<file path="src/rtl/bpa_pkg.sv">
package bpa_pkg;

   // Role of one bit slice in the carry pipeline.
   typedef enum logic [1:0] {
      SLICE_HALF  = 2'd0,  // bit 0: operand bit only, no incoming carry
      SLICE_FULL  = 2'd1,  // skewed operand bit plus carry from below
      SLICE_CARRY = 2'd2   // above the operand width: carry from below only
   } slice_kind_e;

   function automatic slice_kind_e slice_kind(input int unsigned idx, input int unsigned op_w);
      if (idx == 0)
         return SLICE_HALF;
      else if (idx < op_w)
         return SLICE_FULL;
      else
         return SLICE_CARRY;
   endfunction

   // Number of delay stages in front of a given operand bit.
   function automatic int unsigned skew_depth(input int unsigned idx);
      return idx;
   endfunction

endpackage

</file>
<file path="src/rtl/bpa_skew_line.sv">
// Delay line that holds one operand bit back until the carries of the
// same operand have reached its slice.
module bpa_skew_line #(
   parameter int unsigned DEPTH = 1
) (
   input  logic clk,
   input  logic rst_n,
   input  logic clr_i,
   input  logic bit_i,
   output logic bit_o,
   output logic busy_o
);

   if (DEPTH < 1) begin : g_bad_depth
      $error("bpa_skew_line: DEPTH must be at least 1");
   end

   logic [DEPTH-1:0] stage_q;

   always_ff @(posedge clk or negedge rst_n) begin
      if (!rst_n) begin
         stage_q <= '0;
      end else if (clr_i) begin
         stage_q <= '0;
      end else begin
         stage_q[0] <= bit_i;
         for (int k = 1; k < int'(DEPTH); k++) begin
            stage_q[k] <= stage_q[k-1];
         end
      end
   end

   assign bit_o  = stage_q[DEPTH-1];
   assign busy_o = |stage_q;

endmodule

</file>
<file path="src/rtl/bpa_slice.sv">
// One bit of the accumulator: a sum flop and a carry flop.
// inc_i counts the ones arriving this cycle (operand bit plus carry).
module bpa_slice (
   input  logic       clk,
   input  logic       rst_n,
   input  logic       clr_i,
   input  logic [1:0] inc_i,
   output logic       sum_o,
   output logic       carry_o
);

   logic [1:0] next_val;

   assign next_val = {1'b0, sum_o} + inc_i;

   always_ff @(posedge clk or negedge rst_n) begin
      if (!rst_n) begin
         sum_o   <= 1'b0;
         carry_o <= 1'b0;
      end else if (clr_i) begin
         sum_o   <= 1'b0;
         carry_o <= 1'b0;
      end else begin
         sum_o   <= next_val[0];
         carry_o <= next_val[1];
      end
   end

endmodule

</file>
<file path="src/rtl/bitpipe_accum.sv">
// Accumulator whose carry chain is cut into single-bit register stages.
module bitpipe_accum #(
   parameter int unsigned SUM_W = 4,
   parameter int unsigned OP_W  = 3
) (
   input  logic             clk,
   input  logic             rst_n,
   input  logic             clr_i,
   input  logic [OP_W-1:0]  op_i,
   output logic [SUM_W-1:0] sum_o,
   output logic             wrap_o,
   output logic             idle_o
);
   import bpa_pkg::*;

   localparam int unsigned TOP = SUM_W - 1;

   // parameter legality
   if (SUM_W < 2) begin : g_bad_sum_w
      $error("bitpipe_accum: SUM_W must be at least 2");
   end
   if (OP_W < 1 || OP_W > SUM_W) begin : g_bad_op_w
      $error("bitpipe_accum: OP_W must lie in 1..SUM_W");
   end

   logic [SUM_W-1:0] sum_bit;
   logic [SUM_W-1:0] carry_q;
   logic [SUM_W-1:0] lane_busy;

   for (genvar i = 0; i < int'(SUM_W); i++) begin : g_slice
      localparam slice_kind_e KIND = slice_kind(i, OP_W);
      logic [1:0] inc;

      if (KIND == SLICE_HALF) begin : g_half
         // Bit 0 needs no skew; half add with the sum bit.
         assign inc          = {1'b0, op_i[0]};
         assign lane_busy[i] = 1'b0;
      end else if (KIND == SLICE_FULL) begin : g_full
         logic lane_bit;
         bpa_skew_line #(
            .DEPTH (skew_depth(i))
         ) u_skew (
            .clk    (clk),
            .rst_n  (rst_n),
            .clr_i  (clr_i),
            .bit_i  (op_i[i]),
            .bit_o  (lane_bit),
            .busy_o (lane_busy[i])
         );
         assign inc = {1'b0, lane_bit} + {1'b0, carry_q[i-1]};
      end else begin : g_carry
         assign inc          = {1'b0, carry_q[i-1]};
         assign lane_busy[i] = 1'b0;
      end

      bpa_slice u_bit (
         .clk     (clk),
         .rst_n   (rst_n),
         .clr_i   (clr_i),
         .inc_i   (inc),
         .sum_o   (sum_bit[i]),
         .carry_o (carry_q[i])
      );
   end

   assign sum_o  = sum_bit;
   assign wrap_o = carry_q[TOP];
   assign idle_o = ~(|lane_busy) & ~(|carry_q[TOP-1:0]);

endmodule

</file>
<file path="config.mk">
export PLATFORM = sky130hd
export DESIGN_NAME = bitpipe_accum
export DESIGN_NICKNAME = d
export VERILOG_FILES = /design/src/rtl/bpa_pkg.sv /design/src/rtl/bpa_skew_line.sv /design/src/rtl/bpa_slice.sv /design/src/rtl/bitpipe_accum.sv
export SDC_FILE = /design/constraint.sdc
export NUM_CORES = 1
export LEC_CHECK = 0
export BUFFER_PORTS_ARGS = -buffer_cell sky130_fd_sc_hd__buf_2
export CORE_MARGIN = 3
export CORE_UTILIZATION = 30
export DETAILED_ROUTE_END_ITERATION = 8
export PLACE_DENSITY = 0.57
export SLEW_MARGIN = 20
export SYNTH_ARGS = -nofsm -noshare
export SYNTH_HDL_FRONTEND = slang
export SYNTH_SLANG_ARGS = --single-unit
</file>
<file path="constraint.sdc">
create_clock -name clk -period 1.05 [get_ports clk]
set_input_delay 0.105 -clock clk [delete_from_list [all_inputs] [get_ports clk]]
set_output_delay 0.105 -clock clk [all_outputs]
set_load 0.005 [all_outputs]
</file>
==> reports/metrics.cfg, run 1 <==
[clocking]
clkTransAtPathRegs_ps = 60
cts_tree = done
cts_made_buffers = 3
root_buffer = clkbuf_4
clock-sinks = 11
clk-insertion-delay-late_ps = 260
h-tree-depth = 1
cts_buffer_depth = 2

[die]
initial_core_util = 0.336
std_cell_rows = 13
die_height_um = 45.3
core-area_um2 = 1380
die_w_um = 45.3
die_area_um2 = 2060
io_pins = 12

[sta]
setup-violations-final = 5
finalHoldViolations = 0
hold_slack_ps = 57.4
maxSlewHeadroom = 0.835
finalMaxSlewViolations = 0
skew_ps = 0.221
fmax_mhz = 665
period_minus_slack_ps = 1500
fin_crit_sh = 1.43
worstMarginPinSlew_ps = 247
final.setup.worst_slack_ps = -453
tns_ps = -841
rsz0062_at_grt = true

[layout]
nNetsFinal = 59
antenna_cells = 0
final_layout_size_suffix_gt1_frac = 0.521
area_delta_synth_final_pct = 30.7
fin_area_um2 = 607

[worst_hold_path]
hp-start = op_i[2]
holdPathStages = 2
hold_path_end = g_slice[2].g_full.u_skew.stage_q[0]$_DFF_PN0_
worstHoldPathType = in -> reg

[route]
first_pass_iters = 1
drtIter0Drc = 0
avgViaCountPerCell = 4.16
vias = 262
drc_errors = 0
routed_wl_um = 761
ant_nets = 0
routedWlPerCell_um = 12.1

[outcome]
outcome = complete, but fails checks
violations = negative setup slack

[grt]
grt_pass1_wl_um = 1300
grt_max_degree = 12
grt_util_all_layers = 0.0992
grt_pass1_vias = 285
overflow = 0
antenna_found_initial = 0

[pwr]
p_per_area_nw_per_um2 = 1410
power.total_mw = 0.853
ir_worst_vdd_uv = 609
leakage_nw = 0.312

[setup_path]
worstPathCellList = or4_4 -> nor3_2 -> buf_2
critical_path.endpoint_type = output pin
setup.worst_path.start = g_slice[2].g_full.u_skew.stage_q[1]$_DFF_PN0_
critPathRequiredTime_ps = 940
crit_arrival_ps = 1400
r2r-end = g_slice[1].u_bit.sum_o$_DFF_PN0_
cp_slowest_cell = or4_4
cpPeakStageDelay_ps = 520
worstRegToRegCells = 3
critical_path_class = reg -> out
r2r-start = g_slice[0].u_bit.carry_o$_DFF_PN0_
critPathLaunchType = flip-flop
reg2reg_slack_ps = -180
critical_path.max_fanout = 2

[place]
dpl.hpwl_um = 552
place_ws_ps = -186
place_congestion = 0.647
dpl_cell_area_um2 = 534
io_buffers = 11

[synthesis]
ys_types = 8
synth_nets = 43
synth_warnings = 0
syn_area_per_cell_um2 = 14.1
synth.top_cell.area_share = 0.593
seq_area_frac_synth = 0.593
ys_ff_latch = 11
yosysTopAreaCell = dfrtp_1
postSynthCellCount = 33
synth.area.top_cells = dfrtp_1 (59%), nor2b_1 (15%), fa_1 (8.6%)
netlist_area_um2 = 464

[job]
drv_cap = 0

## logic make-up (layout without fill, tap and decap cells)
family,count (synthesis),in the layout,synth area share
adder cells (fa/ha/maj),4,4,0.140
buffers and inverters,5,20,0.0728
AND/OR/NAND/NOR,13,13,0.194
flip-flops,11,11,0.593
## power breakdown
| group | switching [mW] | internal [mW] |
|---|---|---|
| clock network | 0.132 | 0.147 |
| logic | 0.0437 | 0.0684 |
| registers | 0.0165 | 0.445 |
## synthesized netlist by cell type
| library cell | instances |
|---|---|
| nor2b_1 | 11 |
| ha_1 | 2 |
| dfrtp_1 | 11 |
| buf_4 | 4 |
| or4_4 | 1 |
| nor3_2 | 1 |
| fa_1 | 2 |
| clkbuf_1 | 1 |
## what timing repair did
| action | CTS | global route |
|---|---|---|
| endpoints found under the hold margin | 11 | 0 |
| hold buffers | 1 | 0 |
| pin swaps | 2 | 0 |
| resized for setup | 3 | 3 |
| buffers inserted | 1 | 0 |
| cloned | 0 | 0 |
| endpoints found under the setup margin | 6 | 5 |
## worst max path at each step
| stage | end | depth (start not counted) | slack [ps] |
|---|---|---|---|
| 6_report | idle_o | 3 | -450 |
| 2_1_floorplan | idle_o | 2 | -70 |
| 4_1_cts | idle_o | 3 | -480 |
| 3_5_place_dp | idle_o | 3 | -190 |
| 3_3_place_gp | idle_o | 3 | -160 |
| 5_1_grt | idle_o | 3 | -540 |
## registers in the layout, summed over array words and instances, names as in the netlist
signal and count:
g_slice.u_bit.carry_o 4, g_slice.u_bit.sum_o 4, g_slice.g_full.u_skew.bit_o 1, g_slice.g_full.u_skew.stage_q 2
## layout by cell type (no fill, tap or decap)
cell           Yosys  routed
fa_2               0       2
ha_1               2       1
nor2b_1           11       9
clkbuf_1           1       1
or4_4              1       1
dlygate4sd3_1      0       1
nor2b_4            0       2
nor3_2             1       1
buf_2              0      11
buf_4              4       3
dfrtp_1           11      11
buf_6              0       1
ha_4               0       1
clkbuf_4           0       3
## stage by stage
stage | std cells | utilization
6_report | 63 | 0.439
5_1_grt | 63 | 0.439
4_1_cts | 63 | 0.425
3_5_place_dp | 58 | 0.386
3_3_place_gp | 58 | 0.386
2_1_floorplan | 33 | -
## worst max-delay path, delay by kind of cell, from the launching register on
family | cells | cell delay (ps)
and+or+nand+nor | 2 | 620
DFF | 1 | 400
buffers and inverters | 1 | 130
## area by class of cell
class	count	area [um2]
clock buffer	4	26.3
fill	125	776
multi-input combinational	17	188
sequential	11	275
tap	15	18.8
timing repair buffer	16	98.8
## routing by layer
layer,wire (um),part of all wire,GRT usage,vias to the layer above
li1,-,-,-,129
met1,261,0.34,0.0927,125
met2,455,0.60,0.150,8
met3,44,0.058,0.0598,0
met4,0,0,0.0877,0
met5,0,0,0,-
No activity file was read; power rests on OpenSTA's default activity.
==> run 2: changes to the inputs <==
--- a/config.mk
+++ b/config.mk
@@ -5,7 +5,7 @@
 export SDC_FILE = /design/constraint.sdc
 export NUM_CORES = 1
 export LEC_CHECK = 0
-export BUFFER_PORTS_ARGS = -buffer_cell sky130_fd_sc_hd__buf_2
+export BUFFER_PORTS_ARGS = -buffer_cell sky130_fd_sc_hd__buf_4
 export CORE_MARGIN = 3
 export CORE_UTILIZATION = 30
 export DETAILED_ROUTE_END_ITERATION = 8
==> run 2 against run 1 <==
The run still ends with negative setup slack left. Clock-buffer cell count unchanged. Register-to-register slack got worse by 90 ps. Critical endpoint unchanged. Worst hold slack better by 3.1 ps. Design area rose by 5.6%. Clock power hardly changed. Setup slack got worse by 2.9 ps. Power is 1.6% higher. First-iteration DRC count is the same. Final cell count is 1.6% higher. Largest cell class unchanged. Highest routed layer unchanged. Combinational power up 13%.
==> reports/metrics.cfg, run 2 (synthesis results as in run 1) <==
[clocking]
h-tree-depth = 1
root_buffer = clkbuf_4
cts_buffer_depth = 2
clock-sinks = 11
clk-insertion-delay-late_ps = 260
cts_made_buffers = 3
clkTransAtPathRegs_ps = 70
cts_tree = done

[pwr]
netSwitchingPower_mw = 0.192
p_sw_frac = 0.221
leakage_nw = 0.325
power.total_mw = 0.866
p_clk_frac = 0.319
p_comb_frac = 0.147
p_seq_frac = 0.534
ir_worst_vdd_uv = 713
p_per_area_nw_per_um2 = 1350
p_int_mw = 0.674

[sta]
final.setup.worst_slack_ps = -456
maxSlewHeadroom = 0.888
fin_crit_sh = 1.43
rsz0062_at_grt = true
finalMaxSlewViolations = 0
setup-violations-final = 5
finalHoldViolations = 0
fmax_mhz = 664
period_minus_slack_ps = 1510
skew_ps = 1.85
worstMarginPinSlew_ps = 169

[setup_path]
crit_arrival_ps = 1400
reg2reg_slack_ps = -270
worstRegToRegCells = 4
r2r-end = g_slice[2].u_bit.sum_o$_DFF_PN0_
cp_slowest_cell = or4_4
r2r-start = g_slice[2].g_full.u_skew.stage_q[1]$_DFF_PN0_
critPathRequiredTime_ps = 940
critical_path.max_fanout = 2
critPathLaunchType = flip-flop
worstPathCellList = or4_4 -> nor3_2 -> buf_4
critical_path.endpoint_type = output pin
cpPeakStageDelay_ps = 530
critical_path_class = reg -> out

[outcome]
violations = negative setup slack
outcome = complete, but fails checks

[grt]
grt_pass1_wl_um = 1220
grt_pass1_vias = 284
overflow = 0
grt_util_all_layers = 0.0869
grt_max_degree = 12
antenna_found_initial = 0

[layout]
largest_registers = g_slice.u_bit.carry_o (4), g_slice.u_bit.sum_o (4), g_slice.g_full.u_skew.stage_q (2)
final_layout_size_suffix_gt1_frac = 0.531
final_cells = 64
utilization = 0.463
nNetsFinal = 60
final_cell_mix = buf_4 (14), dfrtp_1 (11), nor2b_1 (8)
final_common_cell = buf_4
area_delta_synth_final_pct = 38.0
antenna_cells = 0
nFillCells = 132

[route]
drtIter0Drc = 0
routed_wl_um = 751
first_pass_iters = 1
drc_errors = 0
vias = 264
avgViaCountPerCell = 4.13
ant_nets = 0
routedWlPerCell_um = 11.7

[die]
core-area_um2 = 1380
die_height_um = 45.3
die_area_um2 = 2060
die_w_um = 45.3
std_cell_rows = 13
initial_core_util = 0.336
io_pins = 12

[job]
drv_cap = 0

[worst_hold_path]
worstHoldPathType = in -> reg
hold_path_end = g_slice[2].g_full.u_skew.stage_q[0]$_DFF_PN0_
holdPathStages = 2
hp-start = op_i[2]

[place]
place_congestion = 0.658
io_buffers = 11
place_ws_ps = -179
dpl.cell_count = 58

run 2: changes by cell type in the layout (fill, tap and decap cells not counted), sizes merged:
cell,previous run,this run
buf,15,16
run 2: what timing repair did:
action,CTS,global route
gates resized for setup,2,6
hold endpoints to repair,11,0
endpoints found under the setup margin,5,5
pin swaps,1,1
hold buffers,1,0
buffers inserted,0,1
run 2: how the worst max path moves through the flow:
stage / startpoint / to / slack [ps] / cells after the start
after detailed placement: g_slice[2].g_full.u_skew.stage_q[1]$_DFF_PN0_ / idle_o / -180 / 3
final: g_slice[2].g_full.u_skew.stage_q[1]$_DFF_PN0_ / idle_o / -460 / 3
after floorplan: g_slice[2].g_full.u_skew.stage_q[1]$_DFF_PN0_ / idle_o / -70 / 2
after global placement: g_slice[2].g_full.u_skew.stage_q[1]$_DFF_PN0_ / idle_o / -170 / 3
after CTS: g_slice[2].g_full.u_skew.stage_q[1]$_DFF_PN0_ / idle_o / -470 / 3
after global routing: g_slice[2].g_full.u_skew.stage_q[1]$_DFF_PN0_ / idle_o / -500 / 3
run 2: routing by layer:
metal,wire length [um],global-route usage
met5,0,0
met4,0,0.0526
met3,41,0.0239
met2,408,0.136
met1,300,0.106
run 2: per-stage QoR:
stage	setup TNS (ps)	cell area, um2	hold WS [ps]
after CTS	-835	604	54.7
after global placement	-490	562	-57.7
after global routing	-1230	641	68.8
after detailed placement	-549	562	-55.0
final	-1040	641	60.6
after floorplan	-143	464	-191
run 2: layout make-up:
class                   instances  area, um2  area share
flip-flops and latches         11        275       0.430
multi-input cells              17        183       0.285
repair buffers                 17        138       0.215
clock buffers                   4       26.3      0.0410
well taps                      15       18.8      0.0293
run 2: power groups by stage:
stage                     sequential [mW]  combinational [mW]  clock (mW)
after floorplan                     0.467              0.0595           0
after global placement              0.468               0.103           0
after detailed placement            0.470               0.106           0
after CTS                           0.463               0.111       0.288
after global routing                0.465               0.145       0.307
final                               0.462               0.127       0.276
run 2: critical path: cells and delay by family, from the launching register on:
kind | cells | cell delay [ps]
flip-flops | 1 | 380
buffers and inverters | 1 | 120
AND/OR/NAND/NOR | 2 | 640
